===== src/rtl/gpio_irq_pkg.sv =====
// Package: shared bus constants, register offsets and the address decoder
// for the GPIO interrupt controller. Assumes byte addressing with
// word-aligned registers.
package gpio_irq_pkg;

    localparam int BUS_W  = 32;
    localparam int ADDR_W = 7;

    localparam logic [ADDR_W-1:0] OFF_TOP_STAT = 7'h00;
    localparam logic [ADDR_W-1:0] OFF_TOP_MASK = 7'h04;
    localparam logic [ADDR_W-1:0] OFF_DIN      = 7'h40;
    localparam logic [ADDR_W-1:0] OFF_DOUT     = 7'h44;
    localparam logic [ADDR_W-1:0] OFF_OE       = 7'h48;
    localparam logic [ADDR_W-1:0] OFF_LVL_POL  = 7'h50;
    localparam logic [ADDR_W-1:0] OFF_LVL_MASK = 7'h54;
    localparam logic [ADDR_W-1:0] OFF_EVT      = 7'h58;
    localparam logic [ADDR_W-1:0] OFF_EVT_MASK = 7'h5C;
    localparam logic [ADDR_W-1:0] OFF_EVT_POL  = 7'h64;

    typedef enum logic [3:0] {
        SEL_NONE,
        SEL_TOP_STAT,
        SEL_TOP_MASK,
        SEL_DIN,
        SEL_DOUT,
        SEL_OE,
        SEL_LVL_POL,
        SEL_LVL_MASK,
        SEL_EVT,
        SEL_EVT_MASK,
        SEL_EVT_POL
    } reg_sel_e;

    // Map a byte offset onto a register selector; unmapped offsets give SEL_NONE.
    function automatic reg_sel_e decode_addr(input logic [ADDR_W-1:0] a);
        reg_sel_e s;
        case (a)
            OFF_TOP_STAT: s = SEL_TOP_STAT;
            OFF_TOP_MASK: s = SEL_TOP_MASK;
            OFF_DIN:      s = SEL_DIN;
            OFF_DOUT:     s = SEL_DOUT;
            OFF_OE:       s = SEL_OE;
            OFF_LVL_POL:  s = SEL_LVL_POL;
            OFF_LVL_MASK: s = SEL_LVL_MASK;
            OFF_EVT:      s = SEL_EVT;
            OFF_EVT_MASK: s = SEL_EVT_MASK;
            OFF_EVT_POL:  s = SEL_EVT_POL;
            default:      s = SEL_NONE;
        endcase
        return s;
    endfunction

endpackage


===== src/rtl/gpio_in_sync.sv =====
// Module: two-flop synchronizer for the GPIO pin inputs.
// Assumes: pin_in is asynchronous to clk; each bit is synchronized on its own,
// so bits of a multi-bit change may appear one cycle apart.
module gpio_in_sync #(
    parameter int N_PINS = 16
) (
    input  logic              clk,
    input  logic              rst_n,
    input  logic [N_PINS-1:0] pin_in,
    output logic [N_PINS-1:0] sync_q
);

    localparam int STAGES = 2;

    logic [STAGES-1:0][N_PINS-1:0] chain_q;

    // Shift every pin through the synchronizer chain.
    always_ff @(posedge clk) begin
        if (!rst_n) begin
            chain_q <= '0;
        end else begin
            chain_q[0] <= pin_in;
            for (int s = 1; s < STAGES; s++) begin
                chain_q[s] <= chain_q[s-1];
            end
        end
    end

    assign sync_q = chain_q[STAGES-1];

    // Checker only: counts the cycles since reset, so the delay check
    // never looks back past reset.
    logic [1:0] warm_cnt;

    // Saturating count of cycles since reset was released.
    always_ff @(posedge clk) begin
        if (!rst_n)                warm_cnt <= '0;
        else if (warm_cnt != 2'd2) warm_cnt <= warm_cnt + 2'd1;
    end

    // the synchronized value is the pin value from two edges earlier.
    p_sync_delay_r3: assert property (@(posedge clk) disable iff (!rst_n)
        (warm_cnt == 2'd2) |-> (sync_q == $past(pin_in, 2)));

endmodule


===== src/rtl/gpio_edge_event.sv =====
// Module: per-pin edge detector and sticky, write-1-to-clear event latch.
// Assumes: sync_q is already synchronized to clk; clr_mask is non-zero only
// in the cycle in which a write to the event register commits.
module gpio_edge_event #(
    parameter int N_PINS = 16
) (
    input  logic              clk,
    input  logic              rst_n,
    input  logic [N_PINS-1:0] sync_q,
    input  logic [N_PINS-1:0] edge_pol,
    input  logic [N_PINS-1:0] clr_mask,
    output logic [N_PINS-1:0] ev_q
);

    logic [N_PINS-1:0] prev_q;
    logic [N_PINS-1:0] hit;

    // Remember the previous synchronized value so transitions can be seen.
    always_ff @(posedge clk) begin
        if (!rst_n) prev_q <= '0;
        else        prev_q <= sync_q;
    end

    // Per pin, choose the rising or falling transition as the event source.
    for (genvar p = 0; p < N_PINS; p++) begin : g_pin
        always_comb begin
            if (edge_pol[p]) hit[p] = prev_q[p] & ~sync_q[p];
            else             hit[p] = ~prev_q[p] & sync_q[p];
        end
    end

    // Latch events: a clear drops bits, and a new hit always wins.
    always_ff @(posedge clk) begin
        if (!rst_n) ev_q <= '0;
        else        ev_q <= (ev_q & ~clr_mask) | hit;
    end

    // a detected edge is always reflected in the event flag next cycle.
    p_event_set_r5: assert property (@(posedge clk) disable iff (!rst_n)
        1'b1 |=> (($past(hit) & ~ev_q) == '0));

    // a set flag stays set unless a clear hit its bit.
    p_event_sticky_r6: assert property (@(posedge clk) disable iff (!rst_n)
        1'b1 |=> ((($past(ev_q) & ~$past(clr_mask)) & ~ev_q) == '0));

endmodule


===== src/rtl/gpio_irq_ctrl.sv =====
// Module: top level of the GPIO controller. Holds the register file, the
// read mux and the interrupt merge.
// Assumes: N_PINS <= 32; the bus presents one access per cycle; reads are
// combinational and writes commit at the rising edge.
module gpio_irq_ctrl
    import gpio_irq_pkg::*;
#(
    parameter int N_PINS = 16
) (
    input  logic              clk,
    input  logic              rst_n,
    input  logic              bus_sel,
    input  logic              bus_we,
    input  logic [ADDR_W-1:0] bus_addr,
    input  logic [BUS_W-1:0]  bus_wdata,
    output logic [BUS_W-1:0]  bus_rdata,
    input  logic [N_PINS-1:0] pin_in,
    output logic [N_PINS-1:0] pin_out,
    output logic [N_PINS-1:0] pin_oe,
    output logic              irq
);

    reg_sel_e          sel;
    logic              wr_en;
    logic              rd_en;
    logic [N_PINS-1:0] wdata_n;

    logic [N_PINS-1:0] dout_q;
    logic [N_PINS-1:0] oe_q;
    logic [N_PINS-1:0] lvl_pol_q;
    logic [N_PINS-1:0] lvl_mask_q;
    logic [N_PINS-1:0] evt_mask_q;
    logic [N_PINS-1:0] evt_pol_q;
    logic              top_mask_q;

    logic [N_PINS-1:0] din_sync;
    logic [N_PINS-1:0] evt_q;
    logic [N_PINS-1:0] clr_mask;
    logic [N_PINS-1:0] level_pend;
    logic [N_PINS-1:0] edge_pend;
    logic              any_pend;

    assign sel     = decode_addr(bus_addr);
    assign wr_en   = bus_sel & bus_we;
    assign rd_en   = bus_sel & ~bus_we;
    assign wdata_n = bus_wdata[N_PINS-1:0];

    gpio_in_sync #(.N_PINS(N_PINS)) u_sync (
        .clk    (clk),
        .rst_n  (rst_n),
        .pin_in (pin_in),
        .sync_q (din_sync)
    );

    // A clear mask is passed on only while a write to the event register commits.
    assign clr_mask = (wr_en && sel == SEL_EVT) ? wdata_n : '0;

    gpio_edge_event #(.N_PINS(N_PINS)) u_event (
        .clk      (clk),
        .rst_n    (rst_n),
        .sync_q   (din_sync),
        .edge_pol (evt_pol_q),
        .clr_mask (clr_mask),
        .ev_q     (evt_q)
    );

    // Update the writable configuration registers from the bus.
    always_ff @(posedge clk) begin
        if (!rst_n) begin
            dout_q     <= '0;
            oe_q       <= '0;
            lvl_pol_q  <= '0;
            lvl_mask_q <= '0;
            evt_mask_q <= '0;
            evt_pol_q  <= '0;
            top_mask_q <= 1'b0;
        end else if (wr_en) begin
            case (sel)
                SEL_TOP_MASK: top_mask_q <= bus_wdata[0];
                SEL_DOUT:     dout_q     <= wdata_n;
                SEL_OE:       oe_q       <= wdata_n;
                SEL_LVL_POL:  lvl_pol_q  <= wdata_n;
                SEL_LVL_MASK: lvl_mask_q <= wdata_n;
                SEL_EVT_MASK: evt_mask_q <= wdata_n;
                SEL_EVT_POL:  evt_pol_q  <= wdata_n;
                default:      ;
            endcase
        end
    end

    // Drive the pads: the output value appears only where it is enabled.
    assign pin_oe  = oe_q;
    assign pin_out = dout_q & oe_q;

    // Merge the level and masked edge conditions into the aggregate request.
    assign level_pend = (din_sync ^ lvl_pol_q) & lvl_mask_q;
    assign edge_pend  = evt_q & evt_mask_q;
    assign any_pend   = |(level_pend | edge_pend);
    assign irq        = any_pend & top_mask_q;

    // Read mux: return zero-extended register contents; unmapped offsets read 0.
    always_comb begin
        bus_rdata = '0;
        if (rd_en) begin
            case (sel)
                SEL_TOP_STAT: bus_rdata[0]        = any_pend;
                SEL_TOP_MASK: bus_rdata[0]        = top_mask_q;
                SEL_DIN:      bus_rdata[N_PINS-1:0] = din_sync;
                SEL_DOUT:     bus_rdata[N_PINS-1:0] = dout_q;
                SEL_OE:       bus_rdata[N_PINS-1:0] = oe_q;
                SEL_LVL_POL:  bus_rdata[N_PINS-1:0] = lvl_pol_q;
                SEL_LVL_MASK: bus_rdata[N_PINS-1:0] = lvl_mask_q;
                SEL_EVT:      bus_rdata[N_PINS-1:0] = evt_q;
                SEL_EVT_MASK: bus_rdata[N_PINS-1:0] = evt_mask_q;
                SEL_EVT_POL:  bus_rdata[N_PINS-1:0] = evt_pol_q;
                default:      bus_rdata = '0;
            endcase
        end
    end

    // the output value holds unless a write to its own offset commits.
    p_dout_hold_r2: assert property (@(posedge clk) disable iff (!rst_n)
        !(wr_en && bus_addr == OFF_DOUT) |=> $stable(dout_q));

    // a write to an unmapped offset leaves the configuration untouched.
    p_unmapped_ignored_r8: assert property (@(posedge clk) disable iff (!rst_n)
        (wr_en && sel == SEL_NONE) |=>
            ($stable(oe_q) && $stable(lvl_mask_q) && $stable(evt_mask_q) && $stable(top_mask_q)));

    // with the top mask clear, no interrupt leaves the block.
    p_irq_masked_r7: assert property (@(posedge clk) disable iff (!rst_n)
        !top_mask_q |-> !irq);

endmodule


===== config.mk =====
export PLATFORM = sky130hd
export DESIGN_NAME = gpio_irq_ctrl
export DESIGN_NICKNAME = d
export VERILOG_FILES = /design/src/rtl/gpio_irq_pkg.sv /design/src/rtl/gpio_in_sync.sv /design/src/rtl/gpio_edge_event.sv /design/src/rtl/gpio_irq_ctrl.sv
export SDC_FILE = /design/constraint.sdc
export NUM_CORES = 1
export LEC_CHECK = 0
export CORE_MARGIN = 2
export CORE_UTILIZATION = 57
export CTS_CLUSTER_SIZE = 10
export DETAILED_ROUTE_END_ITERATION = 6
export DONT_BUFFER_PORTS = 1
export PLACE_DENSITY = 0.75
export SETUP_SLACK_MARGIN = 0.02
export SYNTH_ARGS = -nofsm -noshare
export SYNTH_HDL_FRONTEND = slang
export SYNTH_SLANG_ARGS = --single-unit

===== constraint.sdc =====
create_clock -name clk -period 1.9 [get_ports clk]
set_clock_uncertainty 0.05 [all_clocks]
set_input_delay 0.19 -clock clk [delete_from_list [all_inputs] [get_ports clk]]
set_output_delay 0.19 -clock clk [all_outputs]
set_load 0.01 [all_outputs]

After elaboration in Yosys (flattened, before gate mapping)
Index checks and enable logic that the tools add are counted.
{ "op_classes": {"n_eq_ne": 19, "reduce_logical": 10, "muxes": 21, "bitwise": 76} }
{ "ops": {"columns": ["operator", "count"], "rows": [
  ["15-bit one-hot mux with 8 select lines", 1],
  ["16-bit AND", 4],
  ["7-bit == test (second input constant)", 8],
  ["4-bit one-hot mux with 10 select lines", 1],
  ["1-bit AND", 35],
  ["1-bit NOT", 33],
  ["16-bit 2-to-1 mux", 2],
  ["16-bit OR", 2],
  ["4-bit by 3-bit == test with 1-bit output (second input constant)", 4],
  ["1-bit 2-to-1 mux", 16],
  ["16-bit NOT", 1],
  ["16-bit OR reduction", 1],
  ["16-bit bitwise XOR", 1],
  ["2-bit AND reduction", 7],
  ["4-bit == test (second input constant)", 3],
  ["1-bit one-hot mux with 10 select lines", 1],
  ["4-bit by 2-bit == test with 1-bit output (second input constant)", 2],
  ["7-bit by 3-bit == test with 1-bit output (second input constant)", 1],
  ["7-bit zero test", 1],
  ["4-bit by 1-bit == test with 1-bit output (second input constant)", 1],
  ["1-bit logical AND", 1]
]} }
{ "word_totals": {"elab_cells": 137, "out_inout_bits": 65, "in_bits": 59, "reg_bits": 161} }

Logic depth before layout (Yosys ltp)
{ "depth": {"depth_word": 8, "mapped_depth": 8, "mapped_depth_nobuf": 5} }

By module
From an unflattened synthesis, not the netlist that was laid out.
{ "unflattened": {"cells_unflattened": 856, "area_unflattened_um2": 7762.4} }
{ "modules_own_cells": {"columns": ["module", "cells_each", "n_inst", "seq_area_each_um2", "area_each_um2"], "rows": [
  ["gpio_irq_ctrl", 658, 1, 1941.9, 5471.5],
  ["gpio_edge_event", 115, 1, 640.6, 1275.0],
  ["gpio_in_sync", 83, 1, 640.6, 1016.0]
]} }

Least setup slack after synthesis
No wires, ideal clock.
{ "synth_timing": {"path_kind": "input to output", "startpoint": "in bus_addr[1]", "endpoint": "out bus_rdata[10]", "path_buffers": 2, "stages": 7, "required_time_ns": 1.660, "setup_slack_ns": -0.098, "arrival_ns": 1.758, "path_cell_list": "or3b_1 > buf_2 > nor3_1 > and2_0 > buf_4 > a222oi_1 > a31oi_1"} }
{ "synth_between": {"elab_chain_cells": 5, "elab_cells_between_ends": 21, "cone_classes": "eq/ne: 17; mux: 3; reduce/logical: 1"} }
{ "synth_rtl": {"columns": ["element", "line_no", "text"], "rows": [
  ["from (decl)", "gpio_irq_ctrl.sv:14", "input logic [ADDR_W-1:0] bus_addr,"],
  ["7-bit == test, or another cell as far along", "gpio_irq_pkg.sv:37", "case (a)"],
  ["4-bit one-hot mux with 10 select lines *", "gpio_irq_pkg.sv:37", null],
  ["4-bit == test, or another cell as far along", "gpio_irq_ctrl.sv:105", "case (sel)"],
  ["15-bit one-hot mux with 8 select lines *", "gpio_irq_ctrl.sv:105", null],
  ["16-bit 2-to-1 mux *", "gpio_irq_ctrl.sv:104", "if (rd_en) begin"],
  ["to (decl)", "gpio_irq_ctrl.sv:16", "output logic [BUS_W-1:0] bus_rdata,"]
]} }
Every way passes the cells marked *; elsewhere a longest branch is shown, timed or not.

Worst setup path in the final report
{ "layout_timing": {"startpoint": "reg u_event.ev_q[13]", "endpoint": "out bus_rdata[0]"} }
{ "layout_between": {"elab_chain_cells": 5} }
{ "layout_rtl": {"columns": ["element", "line_no", "text"], "rows": [
  ["from (decl)", "gpio_edge_event.sv:12", "output logic [N_PINS-1:0] ev_q"],
  ["from (signal assigned)", "gpio_edge_event.sv:35", "else ev_q <= (ev_q & ~clr_mask) | hit;"],
  ["16-bit AND", "gpio_irq_ctrl.sv:97", "assign edge_pend = evt_q & evt_mask_q;"],
  ["16-bit OR", "gpio_irq_ctrl.sv:98", "assign any_pend = |(level_pend | edge_pend);"],
  ["16-bit OR reduction", "gpio_irq_ctrl.sv:98", null],
  ["1-bit one-hot mux with 10 select lines", "gpio_irq_ctrl.sv:105", null],
  ["16-bit 2-to-1 mux", "gpio_irq_ctrl.sv:104", null]
]} }
No other way between the ends.

==> flow_summary.json <==
{
  "clock_latency_ps": 430,
  "fin_nets": 1031,
  "antenna_found_initial": 0,
  "synth-xor-area-share_pct": 1.95,
  "crit_end": "bus_rdata[0]",
  "place_ws_ps": -109,
  "synth_top_area_share_pct": 42.1,
  "muxShareOfSynthArea_pct": 7.95,
  "core_area_um2": 13200,
  "grt_use_met3_pct": 9.17,
  "numCtsBuffers": 17,
  "n_antenna_cell": 0,
  "route.detailed.drc": 1,
  "cts_root_buf": "clkbuf_16",
  "tightest_slew_ps": 540,
  "path_class": "reg2out",
  "rows": 42,
  "hold_path.class": "in2reg",
  "power_density_nw_per_um2": 716,
  "dpl.hpwl_um": 15800,
  "crit_fanout": 2,
  "fill_cells": 925,
  "fin_crit_ps": 2070,
  "setup.reg_to_reg.worst_slack_ps": 40,
  "routed_wl_um": 25200,
  "ioPinCount": 124,
  "arrival_ps": 1830,
  "p_clk_share_pct": 44.8,
  "setup_viol": 6,
  "combPwrFrac_pct": 6.6,
  "synth_simple_gate_area_share_pct": 23.0,
  "multiInputGateArea_um2": 4290,
  "critPathLaunch": "u_event.ev_q[13]$_SDFF_PN0_",
  "ys_types": 49,
  "cts.sinks": 161,
  "use_met1_pct": 47.9,
  "synthFlopType": "dfxtp_1",
  "synth_compound_area_share_pct": 19.7,
  "ir_drop_mv": 0.566,
  "rsz0062_at_grt": "true",
  "ys_seq_area_share_pct": 42.1,
  "synth_common_cells": "161 x dfxtp_1, 128 x nand2_1, 69 x and2_1",
  "firstDrtPassIters": 7,
  "drv_cap": 0,
  "leakagePower_nw": 3.79,
  "timing.final.ws_setup_ps": -174,
  "avgSynthCellArea_um2": 9.06,
  "violations": "DRC, setup timing",
  "synth.area.top_cells": "dfxtp_1 42%, mux2i_1 7.1%, nand2_1 6.3%",
  "switchingPower_w": 0.00180,
  "whs_path_depth": 3,
  "netlist_area_um2": 7650,
  "initial_core_util_pct": 58.0,
  "cts_tree": "built",
  "grt_pass1_wl_um": 38900,
  "crit_path_end_kind": "output pin",
  "gr-usage-met2_pct": 54.4,
  "synth_edf_count": 0,
  "ctsHtreeMaxLevel": 4,
  "grt_use_total_pct": 35.5,
  "cp.required_ps": 1660,
  "fin_crit_sh_pct": 109,
  "fp.dieH_um": 120,
  "p_sw_share_pct": 25.0,
  "finalPower_w": 0.00719,
  "wire_per_inst_um": 21.7,
  "synth_top_family_by_area": "simple AND/OR/NAND/NOR gates",
  "syn_to_final_growth_pct": 31.1,
  "synth_fa_ha_area_share_pct": 0,
  "synthCells": 845,
  "critPathLaunchType": "flip-flop",
  "path_clk_slew_ps": 70,
  "postSynth.asyncResetShare_pct": 0,
  "slew_violations": 0,
  "die_area_um2": 14400,
  "grt_pass1_vias": 6995,
  "yosysMostFrequentCell": "dfxtp_1",
  "rr_worst_depth": 4,
  "seq_area_um2": 3250,
  "cts.path.max_buffers": 2,
  "intPower_w": 0.00539,
  "slew-limit-headroom_pct": 64.0,
  "status": "finished, violations left",
  "antenna_left": 0,
  "r2r-start": "dout_q[10]$_SDFFE_PN0P_",
  "ys_ff_latch": 161,
  "drt-vias-per-instance": 6.21,
  "yosys.area.top_type": "dfxtp_1",
  "drt-initial-drc-count": 872,
  "die_x_um": 120,
  "timing.rr.end": "dout_q[10]$_SDFFE_PN0P_",
  "fmax_mhz": 482,
  "synth-warning-count": 0,
  "vias": 7215,
  "drive_above_1_share_pct": 18.9,
  "numPortBuffers": 0,
  "seq_power_share_pct": 48.7,
  "finalHoldViolations": 0,
  "busiest_layer": "met2",
  "grt_max_degree": 118,
  "overflow": 0,
  "gp_routability_congestion": 0.968
}
[per-layer routing]
metal | part of all wire (%) | vias up | wire (um)
li1 | - | 3220 | -
met1 | 40 | 3442 | 10000
met2 | 45 | 457 | 11200
met3 | 12 | 96 | 3000
met4 | 3.7 | 0 | 925
met5 | 0 | - | 0
[stage by stage]
step / area [um2] / utilization (%) / setup TNS (ps) / hold WS (ps) / std cells
6_report: 10000 / 76.1 / -509 / 16.7 / 1161
5_1_grt: 10000 / 76.1 / -915 / 28.6 / 1161
4_1_cts: 9900 / 75.0 / -463 / 17.0 / 1160
3_5_place_dp: 8260 / 62.6 / -457 / 265 / 1032
3_3_place_gp: 8260 / 62.6 / -181 / 264 / 1032
2_1_floorplan: 7730 / - / 0 / 262 / 860
[state kept, by name, indices dropped and copies added, names as in the netlist]
name and cells:
dout_q 16, evt_mask_q 16, evt_pol_q 16, lvl_mask_q 16, lvl_pol_q 16, pin_oe 16
u_event.ev_q 16, u_event.prev_q 16, u_sync.chain_q 16, u_sync.sync_q 16, top_mask_q 1
[worst max-delay path, cell delays in order, from the launching register on]
cell and delay [ps]:
dfxtp_2 330, a22o_1 240, a221oi_2 170, nand4_1 130, nor4_2 270, buf_4 190, o2bb2ai_4 70
[cell usage in the layout, fill, tap and decap left out, types with 6 or more instances in the layout]
master         Yosys  layout
dfxtp_2            0      22
clkbuf_16          0      17
dlygate4sd3_1      0      91
a22oi_1           28      22
a222oi_1          18      18
nand3_1           23      23
conb_1             1      16
a22oi_2            0       6
a22o_1             9       9
xor2_1            16      15
o211ai_1          16      16
a31oi_1           12       7
and2_1            69      69
buf_4             19      57
a21oi_1           23      20
nor2b_1           58      57
nand2_1          128     124
a21boi_2          11      12
mux2_2             6       6
buf_12             0      15
o21ai_0           19      17
dfxtp_1          161     138
a21boi_0          54      51
mux2i_1           54      54
nor3b_1           16      16
[how the worst min path moves through the flow]
stage	slack (ps)	startpoint	end
3_5_place_dp	270	pin_in[8]	u_sync.chain_q[8]$_SDFF_PN0_
6_report	20	bus_wdata[14]	u_event.ev_q[14]$_SDFF_PN0_
4_1_cts	20	bus_wdata[13]	u_event.ev_q[13]$_SDFF_PN0_
2_1_floorplan	260	pin_in[8]	u_sync.chain_q[8]$_SDFF_PN0_
3_3_place_gp	260	pin_in[8]	u_sync.chain_q[8]$_SDFF_PN0_
5_1_grt	30	bus_wdata[8]	u_event.ev_q[8]$_SDFF_PN0_
[cell families after synthesis]
group | count (synthesis)
simple gates | 326
compound gates | 203
flops | 161
buf+inv | 77
mux | 60
xor+xnor | 17
other cells | 1
[power groups by stage]
stage | registers, W | logic, W | clock network (W)
2_1_floorplan | 0.00354 | 0.000281 | 0
3_3_place_gp | 0.00356 | 0.000253 | 0
3_5_place_dp | 0.00356 | 0.000260 | 0
4_1_cts | 0.00349 | 0.000453 | 0.00323
5_1_grt | 0.00350 | 0.000500 | 0.00339
6_report | 0.00350 | 0.000471 | 0.00322
[area by class of cell]
cell class | count | share of cell area [%]
tap | 176 | 2.20
multi-input combinational | 622 | 42.8
inverter | 3 | 0.112
clock inverter | 15 | 1.25
clock buffer | 17 | 4.24
timing repair buffer | 167 | 17.0
sequential | 161 | 32.4
[timing repair]
action / in CTS / in global routing
buffers inserted: 3 / 1
hold buffers: 93 / 0
gates cloned: 0 / 0
endpoints found under the setup margin: 14 / 26
endpoints found under the hold margin: 161 / 0
resized for setup: 30 / 38
pin swaps: 18 / 15
Power figures use the tool's default switching activity.
